<file path="config.mk">
export PLATFORM = sky130hd
export DESIGN_NAME = irq_select
export DESIGN_NICKNAME = d
export VERILOG_FILES = /design/src/rtl/irq_select_pkg.sv /design/src/rtl/irq_level_gate.sv /design/src/rtl/irq_qualify.sv /design/src/rtl/irq_lowest_pick.sv /design/src/rtl/irq_select.sv
export SDC_FILE = /design/constraint.sdc
export NUM_CORES = 1
export LEC_CHECK = 0
export CORE_MARGIN = 4
export CORE_UTILIZATION = 27
export DETAILED_ROUTE_END_ITERATION = 7
export PLACE_DENSITY = 0.88
export SLEW_MARGIN = 20
export SYNTH_ARGS = -nofsm -noshare
export SYNTH_HDL_FRONTEND = slang
export SYNTH_HIERARCHICAL = 1
export SYNTH_SLANG_ARGS = --single-unit
</file>
<file path="constraint.sdc">
create_clock -name vclk -period 2.44
set_input_delay 0.488 -clock vclk [all_inputs]
set_output_delay 0.488 -clock vclk [all_outputs]
set_load 0.02 [all_outputs]
</file>
<file path="src/rtl/irq_select_pkg.sv">
package irq_select_pkg;

    localparam int unsigned NUM_LINES = 16;
    localparam int unsigned CAUSE_W   = $clog2(NUM_LINES);

    typedef enum logic [1:0] {
        LVL_USER  = 2'd0,
        LVL_SUPER = 2'd1,
        LVL_RSVD  = 2'd2,
        LVL_MACH  = 2'd3
    } priv_lvl_e;

    typedef struct packed {
        logic m_open;
        logic s_open;
    } gate_pair_t;

    // Reserved code folds onto user level.
    function automatic priv_lvl_e fold_priv(input logic [1:0] code);
        priv_lvl_e p;
        p = priv_lvl_e'(code);
        if (p == LVL_RSVD) p = LVL_USER;
        return p;
    endfunction

endpackage

</file>
<file path="src/rtl/irq_level_gate.sv">
module irq_level_gate
    import irq_select_pkg::*;
(
    input  logic [1:0] cur_priv,
    input  logic       m_gie,
    input  logic       s_gie,
    output gate_pair_t gates
);
    priv_lvl_e lvl;

    always_comb begin
        lvl = fold_priv(cur_priv);
        gates.m_open = (lvl != LVL_MACH) || m_gie;
        gates.s_open = (lvl == LVL_USER) || ((lvl == LVL_SUPER) && s_gie);
    end
endmodule

</file>
<file path="src/rtl/irq_qualify.sv">
module irq_qualify
    import irq_select_pkg::*;
#(
    parameter int unsigned N = NUM_LINES
) (
    input  logic [N-1:0] pend,
    input  logic [N-1:0] en,
    input  logic [N-1:0] deleg,
    input  gate_pair_t   gates,
    output logic [N-1:0] ready
);
    for (genvar i = 0; i < N; i++) begin : g_line
        assign ready[i] = pend[i] & en[i] & (deleg[i] ? gates.s_open : gates.m_open);
    end
endmodule

</file>
<file path="src/rtl/irq_lowest_pick.sv">
module irq_lowest_pick #(
    parameter int unsigned N  = 16,
    parameter int unsigned CW = $clog2(N)
) (
    input  logic [N-1:0]  ready,
    output logic          any,
    output logic [CW-1:0] idx
);
    logic [N-1:0] lowest;

    // Isolate least-significant set bit.
    assign lowest = ready & (~ready + N'(1));
    assign any    = |ready;

    for (genvar b = 0; b < CW; b++) begin : g_bit
        logic [N-1:0] sel;
        for (genvar i = 0; i < N; i++) begin : g_src
            assign sel[i] = lowest[i] & ((i >> b) & 1) != 0;
        end
        assign idx[b] = |sel;
    end
endmodule

</file>
<file path="src/rtl/irq_select.sv">
module irq_select
    import irq_select_pkg::*;
(
    input  logic [NUM_LINES-1:0] irq_pend,
    input  logic [NUM_LINES-1:0] irq_en,
    input  logic [NUM_LINES-1:0] irq_deleg,
    input  logic                 m_gie,
    input  logic                 s_gie,
    input  logic [1:0]           cur_priv,
    output logic                 take_irq,
    output logic [CAUSE_W-1:0]   irq_cause
);
    gate_pair_t           gates;
    logic [NUM_LINES-1:0] ready;

    irq_level_gate u_gate (
        .cur_priv (cur_priv),
        .m_gie    (m_gie),
        .s_gie    (s_gie),
        .gates    (gates)
    );

    irq_qualify #(.N(NUM_LINES)) u_qual (
        .pend  (irq_pend),
        .en    (irq_en),
        .deleg (irq_deleg),
        .gates (gates),
        .ready (ready)
    );

    irq_lowest_pick #(.N(NUM_LINES), .CW(CAUSE_W)) u_pick (
        .ready (ready),
        .any   (take_irq),
        .idx   (irq_cause)
    );
endmodule

</file>
==> run_results.csv <==
group,metric,value,unit
route,routed_wl,2770,um
route,wl_per_cell,14.1,um
layout,postLayoutCoreUtil,81.5,%
logic_synthesis,synth.area.mux_share,29.9,%
logic_synthesis,syn-instance-count,86,
layout,regArea,0,um^2
timing,fmax,371,MHz
logic_synthesis,synth_top_family_by_area,"simple AND/OR/NAND/NOR gates",
route,final_antenna_net_count,0,
logic_synthesis,synth-compound-area-share,13.8,%
logic_synthesis,synth_top_area_share,29.9,%
timing,worst_pin_slew,0.351,ns
route,viasPerCell,5.00,
global_routing,first_global_vias,945,
route,dr.pass1.iters,4,
timing,rsz0062_at_grt,"true",
power_and_ir_drop,max-vdd-ir-drop,0.000118,V
run_status,status,"finished, violations left",
floorplan,io_pins,57,
timing,fin_crit,2.69,ns
global_routing,grt_pass1_wl,3770,um
layout,drive_gt1_share,36.8,%
place,numPortBuffers,57,
logic_synthesis,synth_fa_ha_area_share,0,%
layout,fin_area,1470,um^2
critical_path,cp-end-kind,"primary output",
global_routing,groute.usage.overall,17.5,%
floorplan,rows,15,
critical_path,critPathMaxFanout,4,
logic_synthesis,synthXorXnorAreaFrac,0,%
place,dpl.hpwl,1980,um
global_routing,grt_max_degree,12,
logic_synthesis,netlist_area,536,um^2
logic_synthesis,synth_cell_types,20,
timing,post-route-period-util,110,%
route,drtIter0Drc,6,
timing,slew_viol_final,0,
layout,antenna_cells,0,
run_status,violations,"negative setup slack",
logic_synthesis,synth_warnings,6,
layout,area_growth,174,%
critical_path,worstPathArrival,2.21,ns
flow_run,drv_cap,0,
floorplan,initial_core_util,29.7,%
logic_synthesis,synth-seq-area-share,0,%
floorplan,chipWidth,52.5,um
power_and_ir_drop,p_per_area,207,nW/um^2
route,drc_errors,0,
timing,fin_tns_setup,-0.892,ns
critical_path,crit_path_start_kind,"input port",
timing,setup_viol_count_final,5,
floorplan,dieArea,2760,um^2
layout,nClkBuffers,0,
logic_synthesis,yosys.area.top_type,"mux2i_1",
floorplan,die_h,52.5,um
logic_synthesis,synth.net_count,138,
route,vias,980,
global_routing,grt_overflow_total,0,
timing,hold_violations,0,
power_and_ir_drop,leakagePower,0.000676,uW
layout,seq_cells,0,
timing,max_slew_margin,76.5,%
timing,holdWs,1.73,ns
layout,fin_nets,225,
logic_synthesis,syn_area_per_cell,6.23,um^2
place,gp_congestion,0.853,
floorplan,coreArea,1800,um^2
logic_synthesis,yosys.area_share.simple,50.0,%
critical_path,path_class,"in -> out",
timing,fin_ws,-0.254,ns
logic_synthesis,synth_area_leaders,"mux2i_1 30%, nor2_1 16%, nand2_1 13%, nor4b_4 4.4%, buf_6 4.2%",
worst_hold_path,min_path_type,"in -> out",
global_routing,antenna_found_initial,0,
critical_path,crit_required,1.95,ns
place,dpl-instance-area,1270,um^2
place,place_ws,-1.02,ns
-- area by class of cell --
| type | count | area [um^2] |
|---|---|---|
| Fill cell | 122 | 334 |
| Inverter | 3 | 11.3 |
| Multi-Input combinational cell | 81 | 609 |
| Tap cell | 25 | 31.3 |
| Timing Repair Buffer | 87 | 816 |
-- final timing paths --
check | startpoint | to | slack, ns | cells past startpoint
max | m_gie | take_irq | -0.25 | 9
min | irq_deleg[9] | irq_cause[2] | 1.73 | 7
-- cell usage after synthesis --
master	n
a21boi_0	1
nand2_1	19
nor3_1	1
o31ai_1	2
nor2_1	23
nor3b_1	2
o21ai_2	1
inv_1	3
o31a_2	1
nor4b_4	1
nor2b_1	3
o2bb2ai_1	1
nor4_1	3
nand3b_1	1
o311ai_1	1
o211ai_1	2
mux2i_1	16
nand3_1	2
or4_4	1
buf_6	2
-- kinds of logic after synthesis --
kind of cell           count (synthesis)
buffers and inverters                  5
and+or+nand+nor                       56
muxes                                 16
AOI/OAI and AO/OA                      9
-- critical path: stages --
cell and delay [ns]:
buf_6 0.09, nand3b_1 0.19, buf_6 0.15, mux2i_1 0.14, nor2_1 0.08, or4_4 0.56
nor4b_4 0.24, nand3_1 0.12, buf_6 0.14
-- routing by layer --
metal  GRT usage, %  vias to the layer above  share of wire, %
met2           39.5                       43                55
met5              0                        -                 0
met4           2.13                        0               2.0
met1           16.2                      450                35
met3           1.99                        6               8.7
li1               -                      481                 -
-- layout by cell type (no fill, tap or decap), drive strengths merged --
| master | count |
|---|---|
| inv | 3 |
| o311ai | 1 |
| nor4 | 3 |
| nor4b | 1 |
| nor2 | 23 |
| nand3b | 1 |
| o31a | 1 |
| or4 | 1 |
| a21boi | 1 |
| o31ai | 2 |
| o21ai | 1 |
| o211ai | 2 |
| nor2b | 3 |
| nor3b | 2 |
| dlymetal6s2s | 2 |
| buf | 39 |
| dlygate4sd2 | 4 |
| mux2i | 16 |
| nor3 | 1 |
| nand3 | 2 |
| nand2 | 19 |
| o2bb2ai | 1 |
| clkdlybuf4s50 | 42 |
-- what timing repair did --
item,CTS,global route
cloned,1,0
setup endpoints to repair,5,5
pin swaps,13,13
setup buffers,9,4
gates resized for setup,55,24
hold buffers,0,0
-- power by group --
group	internal (uW)	switching, uW
clock network	0	0
registers	0	0
logic	185	119
-- per-stage QoR --
stage          cells  total power [uW]
2_1_floorplan     86               106
3_3_place_gp     183               249
3_5_place_dp     183               256
4_1_cts          193               273
5_1_grt          196               323
6_report         196               304
Note: power is estimated with default switching activity, not from simulation.
